<file path="src/rtl/pla_pkg.sv">
package pla_pkg;
  localparam int unsigned DEF_NUM_IN = 14;
  localparam int unsigned DEF_TVAL_W = 6;
  localparam int unsigned DEF_MULT_W = 2;

  typedef enum logic {
    CLR_BY_WRITE  = 1'b0,
    CLR_BY_EXPIRY = 1'b1
  } clr_mode_e;
endpackage

</file>
<file path="src/rtl/pla_lock_timer.sv">
module pla_lock_timer #(
  parameter int unsigned NUM_IN = 14,
  parameter int unsigned IDX_W  = 4,
  parameter int unsigned LIM_W  = 8
) (
  input  logic              clk,
  input  logic              rst_n,
  input  logic              sec_tick,
  input  logic [IDX_W-1:0]  sel_idx,
  input  logic              main_locked,
  input  logic [LIM_W-1:0]  limit,
  output logic [NUM_IN-1:0] raise_vec
);
  logic [IDX_W-1:0] prev_q;
  logic [LIM_W-1:0] wait_q, wait_d;
  logic             wait_en;
  logic             moved, sel_ok, lim_on, reach, fire;

  always_comb begin
    moved   = (sel_idx != prev_q);
    sel_ok  = ({1'b0, sel_idx} < (IDX_W+1)'(NUM_IN));
    lim_on  = (limit != '0);
    reach   = (({1'b0, wait_q} + 1'b1) >= {1'b0, limit});
    wait_d  = wait_q;
    wait_en = 1'b0;
    fire    = 1'b0;
    if (main_locked || moved || !sel_ok || !lim_on) begin
      wait_d  = '0;
      wait_en = 1'b1;
    end else if (sec_tick) begin
      wait_en = 1'b1;
      if (reach) begin
        wait_d = '0;
        fire   = 1'b1;
      end else begin
        wait_d = wait_q + 1'b1;
      end
    end
    for (int i = 0; i < NUM_IN; i++) begin
      raise_vec[i] = fire && (sel_idx == IDX_W'(i));
    end
  end

  always_ff @(posedge clk or negedge rst_n) begin
    if (!rst_n) begin
      prev_q <= '0;
      wait_q <= '0;
    end else begin
      prev_q <= sel_idx;
      if (wait_en) wait_q <= wait_d;
    end
  end

  AST_NO_RAISE_WHEN_LOCKED: assert property (@(posedge clk) disable iff (!rst_n)
    main_locked |-> (raise_vec == '0));
endmodule

</file>
<file path="src/rtl/pla_alarm_cell.sv">
module pla_alarm_cell #(
  parameter int unsigned LIM_W = 8
) (
  input  logic             clk,
  input  logic             rst_n,
  input  logic             sec_tick,
  input  logic             auto_mode,
  input  logic [LIM_W-1:0] limit,
  input  logic             set_req,
  input  logic             clr_req,
  output logic             alarm
);
  logic             alm_q, alm_d;
  logic [LIM_W-1:0] exp_q, exp_d;
  logic             expire, wclr;

  always_comb begin
    expire = auto_mode && alm_q && sec_tick &&
             (({1'b0, exp_q} + 1'b1) >= {1'b0, limit});
    wclr   = !auto_mode && clr_req;
    alm_d  = set_req | (alm_q & ~(expire | wclr));
    exp_d  = exp_q;
    if (set_req || !auto_mode || !alm_q || expire) begin
      exp_d = '0;
    end else if (sec_tick) begin
      exp_d = exp_q + 1'b1;
    end
  end

  always_ff @(posedge clk or negedge rst_n) begin
    if (!rst_n) begin
      alm_q <= 1'b0;
      exp_q <= '0;
    end else begin
      alm_q <= alm_d;
      exp_q <= exp_d;
    end
  end

  assign alarm = alm_q;

  AST_SET_WINS: assert property (@(posedge clk) disable iff (!rst_n)
    set_req |=> alm_q);
  AST_MANUAL_HOLD: assert property (@(posedge clk) disable iff (!rst_n)
    (!auto_mode && alm_q && !clr_req) |=> alm_q);
  AST_EXPIRY_ON_TICK: assert property (@(posedge clk) disable iff (!rst_n)
    ($fell(alm_q) && $past(auto_mode)) |-> $past(sec_tick));
  AST_WRITE_CLEAR_ONLY: assert property (@(posedge clk) disable iff (!rst_n)
    ($fell(alm_q) && !$past(auto_mode)) |-> $past(clr_req));
endmodule

</file>
<file path="src/rtl/pl_timeout_alarm.sv">
module pl_timeout_alarm
  import pla_pkg::*;
#(
  parameter int unsigned NUM_IN = DEF_NUM_IN,
  parameter int unsigned TVAL_W = DEF_TVAL_W,
  parameter int unsigned MULT_W = DEF_MULT_W,
  parameter int unsigned IDX_W  = $clog2(NUM_IN)
) (
  input  logic              clk,
  input  logic              rst_n,
  input  logic              sec_tick,
  input  logic [IDX_W-1:0]  sel_idx,
  input  logic              main_locked,
  input  logic [TVAL_W-1:0] tmo_value,
  input  logic [MULT_W-1:0] tmo_mult,
  input  logic              clr_mode,
  input  logic              wr_en,
  input  logic [NUM_IN-1:0] wr_data,
  output logic [NUM_IN-1:0] alarm,
  output logic [NUM_IN-1:0] disq_mask
);
  localparam int unsigned LIM_W = TVAL_W + MULT_W;

  logic              rst_s1_q, rst_s2_q;
  logic [LIM_W-1:0]  limit;
  logic [NUM_IN-1:0] raise_vec;
  logic [NUM_IN-1:0] clr_vec;
  logic              auto_mode;

  always_ff @(posedge clk or negedge rst_n) begin
    if (!rst_n) begin
      rst_s1_q <= 1'b0;
      rst_s2_q <= 1'b0;
    end else begin
      rst_s1_q <= 1'b1;
      rst_s2_q <= rst_s1_q;
    end
  end

  always_comb begin
    limit     = LIM_W'(tmo_value) * LIM_W'(tmo_mult);
    auto_mode = (clr_mode_e'(clr_mode) == CLR_BY_EXPIRY);
    clr_vec   = wr_en ? wr_data : '0;
  end

  pla_lock_timer #(
    .NUM_IN (NUM_IN),
    .IDX_W  (IDX_W),
    .LIM_W  (LIM_W)
  ) timer_i (
    .clk         (clk),
    .rst_n       (rst_s2_q),
    .sec_tick    (sec_tick),
    .sel_idx     (sel_idx),
    .main_locked (main_locked),
    .limit       (limit),
    .raise_vec   (raise_vec)
  );

  for (genvar g = 0; g < NUM_IN; g++) begin : g_cell
    pla_alarm_cell #(
      .LIM_W (LIM_W)
    ) cell_i (
      .clk       (clk),
      .rst_n     (rst_s2_q),
      .sec_tick  (sec_tick),
      .auto_mode (auto_mode),
      .limit     (limit),
      .set_req   (raise_vec[g]),
      .clr_req   (clr_vec[g]),
      .alarm     (alarm[g])
    );
  end

  assign disq_mask = alarm;

  AST_ONE_RAISE: assert property (@(posedge clk) disable iff (!rst_s2_q)
    $onehot0(raise_vec));
  AST_ZERO_LIMIT: assert property (@(posedge clk) disable iff (!rst_s2_q)
    (limit == '0) |-> (raise_vec == '0));
  AST_RISE_NEEDS_TICK: assert property (@(posedge clk) disable iff (!rst_s2_q)
    ((alarm & ~$past(alarm)) != '0) |-> $past(sec_tick));
endmodule

</file>
<file path="config.mk">
export PLATFORM = sky130hd
export DESIGN_NAME = pl_timeout_alarm
export DESIGN_NICKNAME = d
export VERILOG_FILES = /design/src/rtl/pla_pkg.sv /design/src/rtl/pla_lock_timer.sv /design/src/rtl/pla_alarm_cell.sv /design/src/rtl/pl_timeout_alarm.sv
export SDC_FILE = /design/constraint.sdc
export NUM_CORES = 1
export LEC_CHECK = 0
export BUFFER_PORTS_ARGS = -buffer_cell sky130_fd_sc_hd__buf_2
export CORE_UTILIZATION = 40
export DETAILED_ROUTE_END_ITERATION = 7
export GPL_ROUTABILITY_DRIVEN = 0
export GPL_TIMING_DRIVEN = 0
export RECOVER_POWER = 25
export SYNTH_ARGS = -nofsm -noshare
export SYNTH_HDL_FRONTEND = slang
export SYNTH_SLANG_ARGS = --single-unit
export TNS_END_PERCENT = 5
</file>
<file path="constraint.sdc">
create_clock -name clk -period 10 [get_ports clk]
set_input_delay 2 -clock clk [delete_from_list [all_inputs] [get_ports clk]]
set_output_delay 2 -clock clk [all_outputs]
set_load 0.01 [all_outputs]
</file>
==> results.toml, run 1 <==
[worst_setup_path]
required_ns = 10.30
critical_path_arrival_ns = 6.47
reg2reg_depth = 1
critPathTopFamily = "simple AND/OR/NAND/NOR gates"
crit_type = "input port to flip-flop"
reg2reg_from = "rst_s2_q"
critPathLaunchType = "input port"
rrSetupSlack_ns = 5.47
cp_slowest_cell = "ha_1"
cpPeakStageDelay_ns = 0.61
cp.depth = 17
crit_buf_inv = 3
worstPathMaxFanout = 15
reg2reg_to = "g_cell[8].cell_i.exp_q[2]"
crit_start = "tmo_mult[1]"
worstSetupEndpoint = "g_cell[2].cell_i.exp_q[7]"
crit_chain = "buf_2 -> and2_1 -> ha_1 -> inv_1 -> fa_1 -> nand2b_1 -> a21oi_1 -> a21o_1 -> nand2_1 -> ha_1 -> or3_1 -> o31ai_1 -> nor3_2 -> or3b_1 -> buf_2 -> o221ai_2 -> nor2_1"
worst_setup_path_end_kind = "flip-flop"

[route]
dr_total_vias = 8345
drt_iter0_drc = 532
ant_nets = 0
viasPerCell = 5.31
firstDrtPassIters = 5
wl_per_cell_microns = 16.7
drt_drc_violations_left = 0
totalWireLength_mm = 26.3

[yosys]
synth_flop_cell = "dfrtp_1"
ys_ff_latch = 140
synth_area_sq_um = 10600
synth_cell_type_count = 64
ys_top_cells_by_area = "dfrtp_1 (33%), ha_1 (15%), xor2_1 (13%)"
synthArstFlopShare = 1.00
yosys.area.top_type = "dfrtp_1"
avgSynthCellArea_sq_um = 9.30
yosysWarnings = 0
synth-edff-count = 0
syn_nets = 1300
syn_inst = 1142
seq_area_frac_synth = 0.330
synth_top_area_share = 0.330

[layout]
antenna_cells = 0
final_common_cell = "xor2_1"
drive_gt1_frac = 0.116
fin_util = 0.458
layout_common_cells = "xor2_1 (154), dfrtp_1 (140), nor2_1 (136)"
fin_nets = 1382
instances_no_fill = 1572
syn2layout_area_growth_pct = 12.3
design_area_sq_um = 11900

[clock_tree]
holdBufCountCts = 0
cts.path.max_buffers = 2
clk_latency_ns = 0.44
clockRootBuffer = "clkbuf_16"
clk_pin_slew_ns = 0.06
cts_resized = 0
cts-htree-levels = 4
numCtsBuffers = 17
clock-sinks = 140
cts_tree = "built"
post_cts_buffers = 0

[place]
port_buffers = 59
hpwl_mm = 18.6
dpl_cell_area_sq_um = 11400
place_inst = 1540

[run_status]
violations = "max-capacitance violations, max-slew violations"
status = "finished with violations"

[job]
drv_cap = 2

[min_path]
hp-class = "flip-flop to flip-flop"

[timing]
tns_ns = 0
skew_ns = 0.0137
fin_crit_sh = 0.616
layout_min_cycle_time_ns = 6.16
tightest_slew_ns = 3.70
setup-violations-final = 0
slew_violations = 116
hold_violations = 0
clock.fmax_mhz = 162
rsz0062_at_grt = "no"
slew_headroom = -1.47

[floorplan]
dieArea_sq_um = 27200
core_region_area_sq_um = 26100
ioPinCount = 60
die_x_microns = 165
start_util = 0.407
rows = 59
dieHeight_microns = 165

[global_route]
grt_pass1_vias = 8005
grt_use_total = 0.206
grt_pass1_wl_mm = 42.3
overflow = 0
grt_max_degree = 68
antenna_found_initial = 0

[power_and_ir_drop]
p_per_area_nw_per_um2 = 112
power_leakage_nw = 6.09
peakVddDrop_mv = 0.114
-- sequential cells by signal (all words and copies together) (netlist names) --
signal,count
g_cell.cell_i.alarm,14
rst_s1_q,1
rst_s2_q,1
timer_i.prev_q,4
timer_i.wait_q,8
g_cell.cell_i.exp_q,112
-- power breakdown --
| part | switching, mW | leakage, nW | internal, mW | total [mW] |
|---|---|---|---|---|
| Sequential | 0.00258 | 1.94 | 0.568 | 0.571 |
| Combinational | 0.112 | 3.88 | 0.0557 | 0.167 |
| Clock | 0.247 | 0.271 | 0.353 | 0.600 |
-- worst min-delay path by stage --
stage | endpoint | slack, ns | cells past startpoint | from
after floorplan | rst_s2_q | 0.33 | 0 | rst_s1_q
after global placement | rst_s2_q | 0.33 | 0 | rst_s1_q
after detailed placement | g_cell[2].cell_i.exp_q[2] | 0.28 | 0 | rst_s2_q
after CTS | g_cell[2].cell_i.exp_q[2] | 0.29 | 0 | rst_s2_q
after global routing | rst_s2_q | 0.36 | 0 | rst_s1_q
final | rst_s2_q | 0.35 | 0 | rst_s1_q
-- cells by family (layout without fill, tap and decap cells) --
logic type      after synthesis  count (layout)  synth area share
mux                          15              15            0.0141
fa+ha+maj                   135             135             0.158
xor+xnor                    195             195             0.161
simple gates                449             449             0.202
compound gates              149             149             0.103
buf+inv                      58             153            0.0319
other cells                   1               1          0.000353
flops                       140             140             0.330
-- through the flow --
stage               hold WS (ns)  total power [mW]  worst slack, ns
detailed placement         0.277             0.753             3.31
global route               0.364              1.40             3.41
global placement           0.333             0.742             2.82
finish                     0.348              1.34             3.84
CTS                        0.286              1.36             3.76
floorplan                  0.331             0.684             4.50
-- cell type report --
cell class                      instances  area [sq um]
Inverter                                7          26.3
Tap cell                              335           419
Multi-Input combinational cell        944          6790
Sequential cell                       140          3500
Clock buffer                           24           472
Clock inverter                          8          68.8
Timing Repair Buffer                   63           333
Buffer                                 51           313
Fill cell                            2549         14100
-- routing by layer --
metal	global-route usage	vias to the layer above	share of wire
li1	-	4153	-
met4	0.0596	0	0.018
met3	0.0339	32	0.034
met1	0.275	4038	0.48
met2	0.341	122	0.47
met5	0	-	0
-- cell usage after synthesis, drive strengths merged, types with 9 or more instances --
library cell / count
xor2: 155
dfrtp: 140
nor2: 136
ha: 125
nand2: 123
and3: 58
xnor2: 40
nand3: 35
buf: 31
nand4: 27
o21ai: 26
a21oi: 23
clkbuf: 20
and2: 18
o211ai: 17
nand2b: 16
mux2i: 15
a31oi: 13
a21o: 10
nor3: 10
maj3: 9
nor2b: 9
(Power assumes the default switching activity.)
==> run 2, diff against run 1 <==
==> constraint.sdc (replaced) <==
create_clock -name clk -period 5.68 [get_ports clk]
set_input_delay 1.136 -clock clk [delete_from_list [all_inputs] [get_ports clk]]
set_output_delay 1.136 -clock clk [all_outputs]
set_load 0.01 [all_outputs]
==> run 2 against run 1 <==
  * The run still ends with max-capacitance violations, max-slew violations left
  * Final area increased by 0.18%
  * Global-route usage did not move
  * Die area did not move
  * Worst hold slack is essentially flat
  * Critical path depth fell by 1
  * Combinational power up 78%
  * Non-clock buffer count stayed put
  * Sequential power increased by 75%
  * Register-to-register slack got worse by 3.3 ns
  * Sequential share of layout area fell by 0.052 points
  * Largest power group unchanged
==> results.toml, run 2 (synthesis results as in run 1) <==
[run_status]
status = "finished with violations"
violations = "max-capacitance violations, max-slew violations"

[route]
drt_iter0_drc = 529
dr_total_vias = 8390
totalWireLength_mm = 26.3
wl_per_cell_microns = 16.8
firstDrtPassIters = 5
viasPerCell = 5.34
ant_nets = 0
drt_drc_violations_left = 0

[clock_tree]
clk_pin_slew_ns = 0.06
cts_tree = "built"
post_cts_buffers = 0
cts.path.max_buffers = 2
clock-sinks = 140
clockRootBuffer = "clkbuf_16"
cts-htree-levels = 4
numCtsBuffers = 17
clk_latency_ns = 0.44

[power_and_ir_drop]
p_int_mw = 1.72
pwr-share-comb = 0.126
netSwitchingFraction = 0.272
power_frac_seq = 0.425
p_per_area_nw_per_um2 = 198
p_total_mw = 2.36
peakVddDrop_mv = 0.202
clkPwrFrac = 0.449
p_sw_mw = 0.642
power_leakage_nw = 6.09

[floorplan]
ioPinCount = 60
die_x_microns = 165
dieArea_sq_um = 27200
dieHeight_microns = 165
start_util = 0.407
core_region_area_sq_um = 26100
rows = 59

[place]
dpl_cell_area_sq_um = 11400
port_buffers = 59
hpwl_mm = 18.6

[global_route]
grt_pass1_wl_mm = 42.3
grt_pass1_vias = 8005
use_met1 = 0.275
antenna_found_initial = 0
grtUsageMet2 = 0.341
grt_max_degree = 68
busiest_layer = "met2"
use_met3 = 0.0339
grt_use_total = 0.206
overflow = 0

[layout]
drive_gt1_frac = 0.115
layout_common_cells = "xor2_1 (154), dfrtp_1 (140), nor2_1 (136)"
design_area_sq_um = 11900
syn2layout_area_growth_pct = 12.5
largest_register = "g_cell.cell_i.exp_q"
final_common_cell = "xor2_1"
fin_nets = 1382
largest_reg_flops = 112
antenna_cells = 0
fin_util = 0.458

[timing]
rsz0062_at_grt = "no"
holdWs_ns = 0.348
slew_violations = 48
tightest_slew_ns = 2.62
clock.fmax_mhz = 202
skew_ns = 0.0165
setup-violations-final = 0
hold_violations = 0
layout_min_cycle_time_ns = 4.96
slew_headroom = -0.749
fin_crit_sh = 0.872

[min_path]
hp-class = "flip-flop to flip-flop"
hold_start = "rst_s1_q"

[worst_setup_path]
required_ns = 5.97
crit_start = "tmo_mult[1]"
crit_type = "input port to flip-flop"
worstPathMaxFanout = 15
critPathLaunchType = "input port"
critical_path_arrival_ns = 5.25
worstSetupEndpoint = "g_cell[3].cell_i.exp_q[1]"
reg2reg_from = "rst_s2_q"
reg2reg_depth = 1
rrSetupSlack_ns = 2.15
reg2reg_to = "g_cell[4].cell_i.exp_q[7]"
worst_setup_path_end_kind = "flip-flop"

[job]
drv_cap = 1
==> run 2: changes by cell type in the layout (fill, tap and decap cells not counted), sizes merged <==
cell    change
buf         -3
clkbuf      +3
==> run 2: power groups by stage <==
stage,registers (mW),clock network (mW),logic (mW)
2_1_floorplan,1.03,0,0.172
3_3_place_gp,1.04,0,0.267
3_5_place_dp,1.02,0,0.302
4_1_cts,1.01,1.08,0.304
5_1_grt,1.01,1.12,0.332
6_report,1.00,1.06,0.298
==> run 2: worst min-delay path by stage <==
stage                                endpoint  slack [ns]  cells after the start
global route                         rst_s2_q        0.36                      0
global placement                     rst_s2_q        0.33                      0
detailed placement  g_cell[2].cell_i.exp_q[2]        0.28                      0
CTS                 g_cell[2].cell_i.exp_q[2]        0.29                      0
finish                               rst_s2_q        0.35                      0
floorplan                            rst_s2_q        0.33                      0
==> run 2: timing repair <==
action                                  4_1_cts  5_1_grt
endpoints found under the setup margin        0       18
hold buffers                                  0        0
resized for setup                             0        1
==> run 2: worst max-delay path, cell delays in order <==
cell	delay [ns]
buf_2	0.15
nand2_1	0.12
inv_1	0.05
ha_1	0.28
a211o_1	0.33
nand2_1	0.10
nand2_1	0.60
ha_1	0.59
nand3_1	0.06
o21ai_0	0.28
a211oi_2	0.10
nor3_2	0.33
or3b_1	0.38
buf_2	0.18
o221ai_2	0.42
nor2_1	0.10
==> run 2: per-stage QoR <==
stage	worst slack [ns]	setup TNS, ns	std cells
CTS	0.304	0	1572
detailed placement	-0.142	-5.88	1540
global placement	-0.635	-111.58	1536
floorplan	1.05	0	1142
global route	0.358	0	1572
finish	0.724	0	1572
==> run 2: layout make-up <==
| type | instances | area [sq um] |
|---|---|---|
| Tap cell | 335 | 419 |
| Buffer | 51 | 313 |
| Inverter | 7 | 26.3 |
| Clock inverter | 8 | 68.8 |
| Multi-Input combinational cell | 944 | 6790 |
| Timing Repair Buffer | 63 | 352 |
| Sequential cell | 140 | 3500 |
| Fill cell | 2546 | 14100 |
| Clock buffer | 24 | 472 |
==> run 2: routing by layer <==
metal | vias up | wire (microns)
met3 | 35 | 813
met4 | 0 | 455
met2 | 118 | 12400
met1 | 4085 | 12600
li1 | 4152 | -
met5 | - | 0
